## config.mk

```make
export PLATFORM = sky130hd
export DESIGN_NAME = int_alu_top
export DESIGN_NICKNAME = d
export VERILOG_FILES = /design/src/rtl/int_alu_pkg.sv /design/src/rtl/int_alu_ctrl.sv /design/src/rtl/int_alu_dp.sv /design/src/rtl/int_alu_top.sv
export SDC_FILE = /design/constraint.sdc
export NUM_CORES = 1
export LEC_CHECK = 0
export CORE_ASPECT_RATIO = 0.6
export CORE_UTILIZATION = 40
export CTS_CLUSTER_SIZE = 20
export DETAILED_ROUTE_END_ITERATION = 10
export DONT_BUFFER_PORTS = 1
export PLACE_DENSITY_LB_ADDON = 0.08
export REMOVE_ABC_BUFFERS = 1
export SYNTH_ARGS = -nofsm -noshare
export SYNTH_HDL_FRONTEND = slang
export SYNTH_SLANG_ARGS = --single-unit
```

## constraint.sdc

```tcl
create_clock -name clk -period 5.51 [get_ports clk]
set_input_delay 0.2755 -clock clk [delete_from_list [all_inputs] [get_ports clk]]
set_output_delay 0.2755 -clock clk [all_outputs]
set_load 0.005 [all_outputs]
```

## src/rtl/int_alu_pkg.sv

```systemverilog
package int_alu_pkg;
  localparam logic [6:0] OPC_REG = 7'b0110011;
  localparam logic [6:0] OPC_IMM = 7'b0010011;

  typedef struct packed {
    logic        doAdd;
    logic        doSub;
    logic        doAnd;
    logic        doOr;
    logic        doXor;
    logic        doSlt;
    logic        doSltu;
    logic        doSll;
    logic        doSrl;
    logic        doSra;
    logic        useImm;
    logic [11:0] imm;
  } aluCtl_t;
endpackage

```

## src/rtl/int_alu_ctrl.sv

```systemverilog
module int_alu_ctrl
  import int_alu_pkg::*;
#(
  parameter int W = 32
) (
  input  logic [31:0] instr,
  output aluCtl_t     ctl,
  output logic        illegal
);
  localparam int SHW = $clog2(W);
  localparam logic [31:0] HI_MASK = ~((32'd1 << (20 + SHW)) - 32'd1);
  localparam logic [31:0] BIT30   = 32'd1 << 30;

  logic [6:0] opc;
  logic [2:0] f3;
  logic [6:0] f7;
  logic       alt;
  logic       isReg;
  logic       isImm;
  logic       legal;
  logic       unusedFields;

  assign opc   = instr[6:0];
  assign f3    = instr[14:12];
  assign f7    = instr[31:25];
  assign alt   = instr[30];
  assign isReg = (opc == OPC_REG);
  assign isImm = (opc == OPC_IMM);
  assign unusedFields = ^{instr[19:15], instr[11:7]};

  always_comb begin
    legal = 1'b0;
    if (isReg) begin
      legal = (f7 == 7'b0000000) ||
              (f7 == 7'b0100000 && (f3 == 3'b000 || f3 == 3'b101));
    end else if (isImm) begin
      unique case (f3)
        3'b001:  legal = ((instr & HI_MASK) == 32'd0);
        3'b101:  legal = ((instr & HI_MASK & ~BIT30) == 32'd0);
        default: legal = 1'b1;
      endcase
    end
  end

  always_comb begin
    ctl        = '0;
    ctl.useImm = isImm;
    ctl.imm    = instr[31:20];
    if (legal) begin
      unique case (f3)
        3'b000: begin
          ctl.doSub = isReg & alt;
          ctl.doAdd = ~(isReg & alt);
        end
        3'b001: ctl.doSll  = 1'b1;
        3'b010: ctl.doSlt  = 1'b1;
        3'b011: ctl.doSltu = 1'b1;
        3'b100: ctl.doXor  = 1'b1;
        3'b101: begin
          ctl.doSra = alt;
          ctl.doSrl = ~alt;
        end
        3'b110: ctl.doOr   = 1'b1;
        3'b111: ctl.doAnd  = 1'b1;
        default: ;
      endcase
    end
  end

  assign illegal = ~legal;

  always_comb begin
    AST_ILLEGAL_QUIET: assert (!(illegal && (ctl.doAdd | ctl.doSub | ctl.doAnd | ctl.doOr |
      ctl.doXor | ctl.doSlt | ctl.doSltu | ctl.doSll | ctl.doSrl | ctl.doSra)));
  end
endmodule

```

## src/rtl/int_alu_dp.sv

```systemverilog
module int_alu_dp
  import int_alu_pkg::*;
#(
  parameter int W = 32
) (
  input  aluCtl_t        ctl,
  input  logic [W-1:0]   srcA,
  input  logic [W-1:0]   srcB,
  output logic [W-1:0]   res
);
  localparam int SHW = $clog2(W);

  logic [W-1:0]   opB;
  logic [SHW-1:0] sh;
  logic [W-1:0]   sum;
  logic [W-1:0]   diff;
  logic           ltS;
  logic           ltU;

  assign opB  = ctl.useImm ? {{(W-12){ctl.imm[11]}}, ctl.imm} : srcB;
  assign sh   = opB[SHW-1:0];
  assign sum  = srcA + opB;
  assign diff = srcA - opB;
  assign ltS  = $signed(srcA) < $signed(opB);
  assign ltU  = srcA < opB;

  always_comb begin
    res = '0;
    res |= {W{ctl.doAdd}}  & sum;
    res |= {W{ctl.doSub}}  & diff;
    res |= {W{ctl.doAnd}}  & (srcA & opB);
    res |= {W{ctl.doOr}}   & (srcA | opB);
    res |= {W{ctl.doXor}}  & (srcA ^ opB);
    res |= {W{ctl.doSlt}}  & {{(W-1){1'b0}}, ltS};
    res |= {W{ctl.doSltu}} & {{(W-1){1'b0}}, ltU};
    res |= {W{ctl.doSll}}  & (srcA << sh);
    res |= {W{ctl.doSrl}}  & (srcA >> sh);
    res |= {W{ctl.doSra}}  & W'($signed(srcA) >>> sh);
  end

  always_comb begin
    AST_SLT_RANGE: assert (!(ctl.doSlt || ctl.doSltu) || res[W-1:1] == '0);
    AST_SHIFT_ZERO: assert (!((ctl.doSll || ctl.doSrl || ctl.doSra) && sh == '0) || res == srcA);
  end
endmodule

```

## src/rtl/int_alu_top.sv

```systemverilog
module int_alu_top
  import int_alu_pkg::*;
#(
  parameter int W       = 32,
  parameter bit REG_OUT = 1'b1
) (
  input  logic         clk,
  input  logic         rstN,
  input  logic [31:0]  instr,
  input  logic [W-1:0] srcA,
  input  logic [W-1:0] srcB,
  output logic [W-1:0] result,
  output logic         illegal
);
  aluCtl_t      ctl;
  logic         illComb;
  logic [W-1:0] resComb;

  int_alu_ctrl #(.W(W)) u_ctrl (
    .instr   (instr),
    .ctl     (ctl),
    .illegal (illComb)
  );

  int_alu_dp #(.W(W)) u_dp (
    .ctl  (ctl),
    .srcA (srcA),
    .srcB (srcB),
    .res  (resComb)
  );

  generate
    if (REG_OUT) begin : g_reg
      always_ff @(posedge clk) begin
        if (!rstN) begin
          result  <= '0;
          illegal <= 1'b0;
        end else begin
          result  <= resComb;
          illegal <= illComb;
        end
      end
    end else begin : g_comb
      assign result  = resComb;
      assign illegal = illComb;
    end
  endgenerate

  AST_ILLEGAL_ZERO: assert property (@(posedge clk) disable iff (!rstN)
    illegal |-> (result == '0));
  AST_ONEHOT_OP: assert property (@(posedge clk) disable iff (!rstN)
    $onehot0({ctl.doAdd, ctl.doSub, ctl.doAnd, ctl.doOr, ctl.doXor,
              ctl.doSlt, ctl.doSltu, ctl.doSll, ctl.doSrl, ctl.doSra}));
endmodule

```

=== Yosys cells after proc, flatten, opt, wreduce, memory -nomap -nowiden ===
Cells that the tools add are included.

* Flip-flop bits (word level): 33
* Bits of input ports: 98
* Output and inout bits: 33
* Logic and storage cells: 65

* Add/subtract/negate cells: 2
* $lt $le $gt $ge: 2
* Eq/ne operators: 10
* Shifts and indexed selects: 3
* Mux-type cells: 13
* Bitwise logic cells: 26
* Reduce and logical (&&, ||, !) cells: 7

{| class="wikitable"
|+ Operator list
! cell !! number
|-
| $or A32 B32 Y32 || 10
|-
| $and A32 B32 Y32 || 9
|-
| $and A32 B1 Y32 || 2
|-
| $logic_not A32 Y1 || 2
|-
| $lt A32 B32 Y1 || 2
|-
| $add A32 B32 Y32 || 1
|-
| $mux W32 || 1
|-
| $shl A32 B5 Y32 || 1
|-
| $shr A32 B5 Y32 || 1
|-
| $sshr A32 B5 Y32 || 1
|-
| $sub A32 B32 Y32 || 1
|-
| $xor A32 B32 Y32 || 1
|-
| $eq A7 B6 Y1 const B || 2
|-
| $eq A3 B3 Y1 const B || 4
|-
| $mux W10 || 1
|-
| $mux W1 || 8
|-
| $eq A7 B5 Y1 const B || 1
|-
| $logic_not A7 Y1 || 1
|-
| $eq A3 B2 Y1 const B || 2
|-
| $mux W2 || 2
|-
| $eq A3 B1 Y1 const B || 1
|-
| $logic_not A3 Y1 || 1
|-
| $not A1 Y1 || 3
|-
| $logic_or A1 B1 Y1 || 2
|-
| other kinds (3) || 3
|}

=== Longest topological paths before layout ===
Gate-level depths: netlist (run 1).

* Depth in word-level cells: 16
* Depth in mapped cells: 21
* Depth with buffers taken out: 18

=== By module ===
Synthesis (run 1) repeated with hierarchy kept, for this count alone.

* Cells, all modules: 1519
* Area total of the unflattened synthesis: 10447.5 sq um

{| class="wikitable"
|+ Modules (own cells, without submodules)
! module !! times used !! cells an instance !! area an instance (sq um) !! sequential area each (sq um)
|-
| int_alu_dp || 1 || 1398 || 9201.3 || 0.0
|-
| int_alu_top || 1 || 69 || 923.4 || 660.6
|-
| int_alu_ctrl || 1 || 52 || 322.8 || 0.0
|}

=== Worst setup path after synthesis (run 1) ===
Ideal clock, no wire load.

* Path kind: input-to-reg
* Start: input port instr[5]
* End: register result[30]
* Library setup time: 0.081 ns
* Data arrival time: 4.819 ns
* Data required time: 5.429 ns
* Setup slack: 0.610 ns
* Stages on the path: 20
* Buffers on the path: 6
* Path through: buf_6 or4_4 buf_6 mux2i_1 inv_1 clkbuf_1 buf_1 clkbuf_1 ha_1 clkbuf_1 or3b_2 o311ai_0 mux2i_1 o221ai_2 a31oi_1 o21ai_0 o221ai_1 nor4_1 mux2_2 a41oi_1

* Word-level cells in the longest chain between the ends: 15
* Elaborated cells between the ends (all ways): 36
* Classes of those cells: 2 x add/sub; 2 x eq/ne; 3 x shift; 5 x mux; 24 x bitwise

{| class="wikitable"
|+ RTL lines
! what !! RTL line !! source
|-
| start, declared || int_alu_top.sv:9 || <nowiki>input logic [31:0] instr,</nowiki>
|-
| branches (longest 14 deep; another with $add A32 B32 Y32) || - ||
|-
| $or A32 B32 Y32 (*) || int_alu_dp.sv:38 || <nowiki>res |= {W{ctl.doSra}} & W'($signed(srcA) >>> sh);</nowiki>
|-
| end signal, assigned || int_alu_top.sv:39 || <nowiki>result <= resComb;</nowiki>
|-
| end, declared || int_alu_top.sv:12 || <nowiki>output logic [W-1:0] result,</nowiki>
|}

Mark *: on every way between the ends.
A chain may end at the register's enable or synchronous reset.

=== Worst setup path after layout (run 1) ===
* Start: input port instr[6]
* End: register result[29]

Same word-level chain as after synthesis.

==> impl_metrics.csv, run 1 <==
group,metric,value,unit
synth,async_flop_share,0,%
power,p_leak,0.004513,uW
routing,routed_wirelength,51780,um
sta,finalSetupViolCount,0,
routing,drtAntennaViolNets,0,
placed_design,place_ws,0.2857,ns
cts,cts_sinks,33,
synth,yosys_register_bits,33,
setup_path,endpoint_kind,"register",
cells_and_area,nNetsFinal,1703,
worst_hold_path,holdCritPathClass,"input pin to register",
synth,synth_top_area_share,11.38,%
global_route,grt_usage,38.78,%
cells_and_area,drive_gt1_share,7.209,%
synth,synth_cell_type_count,85,
synth,synth_top_area_cell,"ha_1",
outcome,status,"completed",
sta,rsz0062_at_grt,"false",
synth,synth_flop_cell,"dfxtp_1",
global_route,grt_pass1_vias,11180,
synth,ys_warn_count,0,
job,maxCapViolCount,0,
power,ir_drop,0.1100,mV
cts,clk_path_buf_depth,2,
synth,synth-seq-area-share,6.461,%
cts,ctsResizeCount,0,
cts,htreeDepth,2,
floorplan,start_util,41.55,%
sta,post-route-min-period,5.158,ns
sta,worstMarginPinSlew,1.119,ns
power,power.density,147.4,nW/um^2
routing,dr_total_vias,12450,
placed_design,io_buffer_count,0,
cts,post-cts-setup-buffers,0,
global_route,grt_max_degree,75,
cts,numCtsBuffers,5,
global_route,gr-total-overflow,0,
power,power,1568,uW
setup_path,crit_path_max_fanout,7,
cts,tritoncts,"done",
synth,avgSynthCellArea,6.471,um^2
floorplan,pin_count,131,
floorplan,die_h,125.8,um
floorplan,core,24610,um^2
floorplan,die_w,208.4,um
setup_path,startpoint_type,"input pin",
sta,slew_headroom,24.70,%
synth,synth-edff-count,0,
sta,fin_hold_ws,0.1020,ns
sta,fin_crit_sh,93.61,%
routing,drt_first_pass_iters,6,
cts,path_clk_slew,0.07,ns
floorplan,rows,44,
setup_path,cp.arrival,5.36,ns
setup_path,worstPathRequired,5.71,ns
sta,setup_slack,0.3522,ns
global_route,antenna_found_initial,3,
routing,wl_per_cell,28.20,um
sta,hold_viol,0,
floorplan,dieArea,26230,um^2
routing,vias_per_cell,6.779,
placed_design,post-dp-hpwl,40240,um
cts,cts_root_buffer,"clkbuf_16",
sta,max_freq,0.1939,GHz
placed_design,place.gp.congestion,1.023,
sta,slew_violations,0,
routing,first_iter_violations,1883,
synth,netlist_instances,1580,
setup_path,crit_type,"input pin to register",
global_route,grt_pass1_wl,76000,um
synth,ys_top_cells_by_area,"ha_1, mux2i_1, nand2_1",
cells_and_area,area_delta_synth_final,4.051,%
cts,cts_hold_buf,0,
synth,synth_area,10220,um^2
routing,drc_errors,0,
==> stage by stage <==
stage          utilization (%)  std cells  TNS, ns  cell area, um^2
4_1_cts                  43.21       1834        0            10630
6_report                 43.23       1836        0            10640
3_5_place_dp             42.52       1826        0            10460
3_3_place_gp             42.52       1826        0            10460
2_1_floorplan                -       1461   -65.33             9711
5_1_grt                  43.21       1834        0            10630
==> state kept, by name (all words and copies together) (netlist names) <==
register and flops:
illegal 1, result 32
==> cells in the mapped netlist (8+ instances only) <==
cell         n
xnor2_1     27
nor2b_1      8
o221ai_1    13
buf_1       14
a21oi_1    130
nor2_1     151
o21ai_1     10
nand2_1    216
nor4_1      16
nand2b_1    12
a2111oi_0    8
a221oi_1     9
inv_1      104
a22oi_1     28
dfxtp_1     33
o22ai_1     19
clkbuf_1    88
o2111ai_1    8
nand3_1     35
o21ai_0    120
a211oi_1    26
a21o_1      13
nand4_1      9
and2_1      12
o21bai_1    12
o211ai_1    33
nor3_1      45
mux2_2      19
mux2i_1     90
o32ai_1      8
o31ai_1     11
or2_2       10
ha_1        93
buf_2        9
a31oi_1     22
==> power breakdown <==
group          internal [uW]  switching [uW]  leakage, uW  total, uW
sequential               241            1.11     0.000267        242
clock                    215             159    0.0000800        375
combinational            316             635      0.00417        952
total                    772             796      0.00451       1570
==> path summary, 6_finish.rpt <==
| check | start | to | slack (ns) | depth (start not counted) |
|---|---|---|---|---|
| worst max-delay path | instr[6] | result[29]$_SDFF_PN0_ | 0.35 | 15 |
| worst min-delay path | rstN | result[7]$_SDFF_PN0_ | 0.10 | 1 |
==> cell type report <==
class	count	area, um^2
Multi-Input combinational cell	1321	8670
Fill cell	2687	13970
Sequential cell	33	660.6
Clock buffer	5	125.1
Tap cell	322	402.9
Antenna cell	2	5.005
Inverter	107	406.6
Clock inverter	3	46.29
Timing Repair Buffer	43	322.8
==> cells by family (layout without fill, tap and decap cells) <==
kind of cell	Yosys count	after routing	synth area share, %
flops	33	33	6.461
fa+ha+maj	94	94	11.58
buf+inv	226	158	9.006
mux	114	114	11.93
xor+xnor	32	32	2.741
compound gates	538	538	34.43
other cells	0	2	0
simple gates	543	543	23.85
==> cells in the final DEF, fill, tap and decap left out, types with 7 or more instances in the layout <==
cell       instances
nand4_1            9
o21ai_1           10
a21o_1            13
or2_2             10
xnor2_1           27
o21bai_1          12
a211oi_1          26
a21oi_1          130
a22oi_1           28
nand2_1          216
o21ai_0          120
and2_1            11
inv_1            103
nand3_1           35
or3_1              7
o211ai_1          33
a31oi_1           22
o22ai_1           19
mux2i_1           89
o31a_1             7
and3_1             7
a211o_1            7
o31ai_1           11
ha_1              93
nor2_1           150
nor3_1            44
nor4_1            16
buf_4             43
o2111ai_1          8
o32ai_1            8
nand2b_1          12
nor2b_1            8
o21a_1             7
a221oi_1           9
dfxtp_1           33
o221ai_1          13
mux2_2            19
a2111oi_0          8
==> layer usage <==
layer  track usage (%)  part of all wire, %
met3             15.96                   16
met5                 0                0.037
met4             4.183                 0.88
met1             61.38                   48
met2             47.29                   35
==> worst max-delay path, stage by stage <==
cell and delay (ns):
nand4b_4 0.19, or4_4 0.51, mux2_4 0.41, ha_1 0.27
a211oi_1 0.48, o21ai_0 0.38, a221oi_1 0.71, o22ai_1 0.31
nor2b_1 0.26, o21ai_0 0.46, o21ai_0 0.33, a31oi_1 0.28
xnor2_1 0.15, nor2_1 0.06, o31a_1 0.27
Power figures use the tool's default switching activity.
==> run 2, diff against run 1 <==
- PLACE_DENSITY: unset -> 0.5
- PLACE_DENSITY_LB_ADDON: 0.08 -> unset
==> run 2 against run 1 <==
  * Fmax shrank 1.3%
  * Largest power group unchanged
  * Non-clock buffer count is the same
  * Routed wire length shrank 0.52%
  * Highest routed layer unchanged
  * Via count grew 0.10%
  * First-iteration DRC count shrank 6.2%
  * Critical path depth grew 1
==> impl_metrics.csv, run 2 (same netlist as run 1, synthesis figures left out) <==
group,metric,value,unit
sta,finalSetupViolCount,0,
floorplan,die_w,208.4,um
cells_and_area,largest_reg_flops,32,
placed_design,dp.cells,1826,
global_route,grt_pass1_vias,11200,
sta,max_freq,0.1914,GHz
routing,drc_errors,0,
placed_design,place.gp.congestion,1.037,
sta,hold_viol,0,
sta,fin_crit_sh,94.81,%
cts,clk_path_buf_depth,2,
cells_and_area,stdcell_count,1836,
routing,routed_wirelength,51510,um
global_route,grt_max_degree,75,
cells_and_area,fillers,2694,
cells_and_area,ff_latch_area,660.6,um^2
setup_path,crit_type,"input pin to register",
job,maxCapViolCount,0,
cells_and_area,nNetsFinal,1703,
cts,cts_hold_buf,0,
cells_and_area,drive_gt1_share,7.275,%
floorplan,rows,44,
cells_and_area,multiInputGateArea,8671,um^2
setup_path,worstPathRequired,5.74,ns
sta,rsz0062_at_grt,"false",
sta,worstMarginPinSlew,1.237,ns
cts,numCtsBuffers,5,
routing,wl_per_cell,28.06,um
cts,post-cts-setup-buffers,0,
cells_and_area,final_core_util,43.29,%
setup_path,endpoint_kind,"register",
outcome,status,"completed",
routing,drtAntennaViolNets,0,
placed_design,io_buffer_count,0,
global_route,antenna_found_initial,2,
power,ir_drop,0.1028,mV
floorplan,pin_count,131,
cts,cts_sinks,33,
cts,ctsResizeCount,0,
cells_and_area,reg_top3,"result x32, illegal x1",
setup_path,crit_path_max_fanout,7,
cts,htreeDepth,2,
sta,slew_violations,0,
cells_and_area,area_delta_synth_final,4.185,%
floorplan,dieArea,26230,um^2
global_route,grt_pass1_wl,75480,um
global_route,grt_usage,38.62,%
cells_and_area,regMostFlops,"result",
cts,path_clk_slew,0.07,ns
routing,first_iter_violations,1766,
floorplan,core,24610,um^2
routing,vias_per_cell,6.786,
cells_and_area,layout_common_cells,"nand2_1, nor2_1, a21oi_1, o21ai_0, inv_1",
worst_hold_path,holdCritPathClass,"input pin to register",
sta,slew_headroom,17.41,%
routing,drt_first_pass_iters,6,
power,power.density,147.2,nW/um^2
cells_and_area,final_common_cell,"nand2_1",
power,power,1568,uW
setup_path,startpoint_type,"input pin",
sta,post-route-min-period,5.224,ns
placed_design,post-dp-hpwl,39470,um
global_route,gr-total-overflow,0,
cts,cts_root_buffer,"clkbuf_16",
setup_path,cp.arrival,5.45,ns
routing,dr_total_vias,12460,
floorplan,die_h,125.8,um
power,p_leak,0.004512,uW
cts,tritoncts,"done",
floorplan,start_util,41.55,%
==> run 2: cell counts in the layout (fill, tap and decap cells not counted) <==
No cell type changed its count.
==> run 2: area by class of cell <==
cell class	instances	area share (%)
multi-input combinational	1321	81.40
clock buffer	5	1.175
antenna	2	0.04698
sequential	33	6.202
tap	322	3.782
inverter	107	3.817
clock inverter	3	0.4346
timing repair buffer	43	3.148
==> run 2: metal layers <==
| metal | track usage [%] | vias to the layer above | wire length (um) |
|---|---|---|---|
| met3 | 15.64 | 51 | 7836 |
| li1 | - | 5611 | - |
| met4 | 5.839 | 4 | 651 |
| met2 | 47.37 | 803 | 18170 |
| met5 | 2.541 | - | 105 |
| met1 | 60.26 | 5990 | 24750 |
==> run 2: worst max-delay path, cell delays in order <==
cell and delay [ns]:
nand4b_4 0.19, or4_4 0.55, mux2_4 0.42, ha_1 0.20, inv_1 0.06, ha_1 0.16, or3b_2 0.46, o311ai_0 0.11
mux2i_1 0.23, o221ai_2 0.49, a31oi_1 0.19, o21ai_0 0.52, o221ai_1 0.53, nor4_2 0.51, mux2_2 0.39, a41oi_1 0.14
==> run 2: through the flow <==
stage	setup slack, ns	hold slack [ns]	instance area, um^2	setup TNS [ns]
after global placement	0.2711	0.4262	10470	0
after detailed placement	0.1644	0.4253	10470	0
after CTS	0.4851	0.09247	10640	0
after global routing	0.1380	0.09549	10650	0
after floorplan	-2.712	0.3930	9711	-65.33
final	0.2859	0.09514	10650	0
==> run 2: power breakdown <==
group	internal, uW	switching (uW)
clock	215	159
sequential	241	1.08
combinational	320	632
total	775	792
==> run 2: path summary, 6_finish.rpt <==
path / startpoint / end / slack [ns] / cells past startpoint
worst min-delay path: rstN / result[29]$_SDFF_PN0_ / 0.1 / 1
worst max-delay path: instr[6] / result[30]$_SDFF_PN0_ / 0.29 / 16
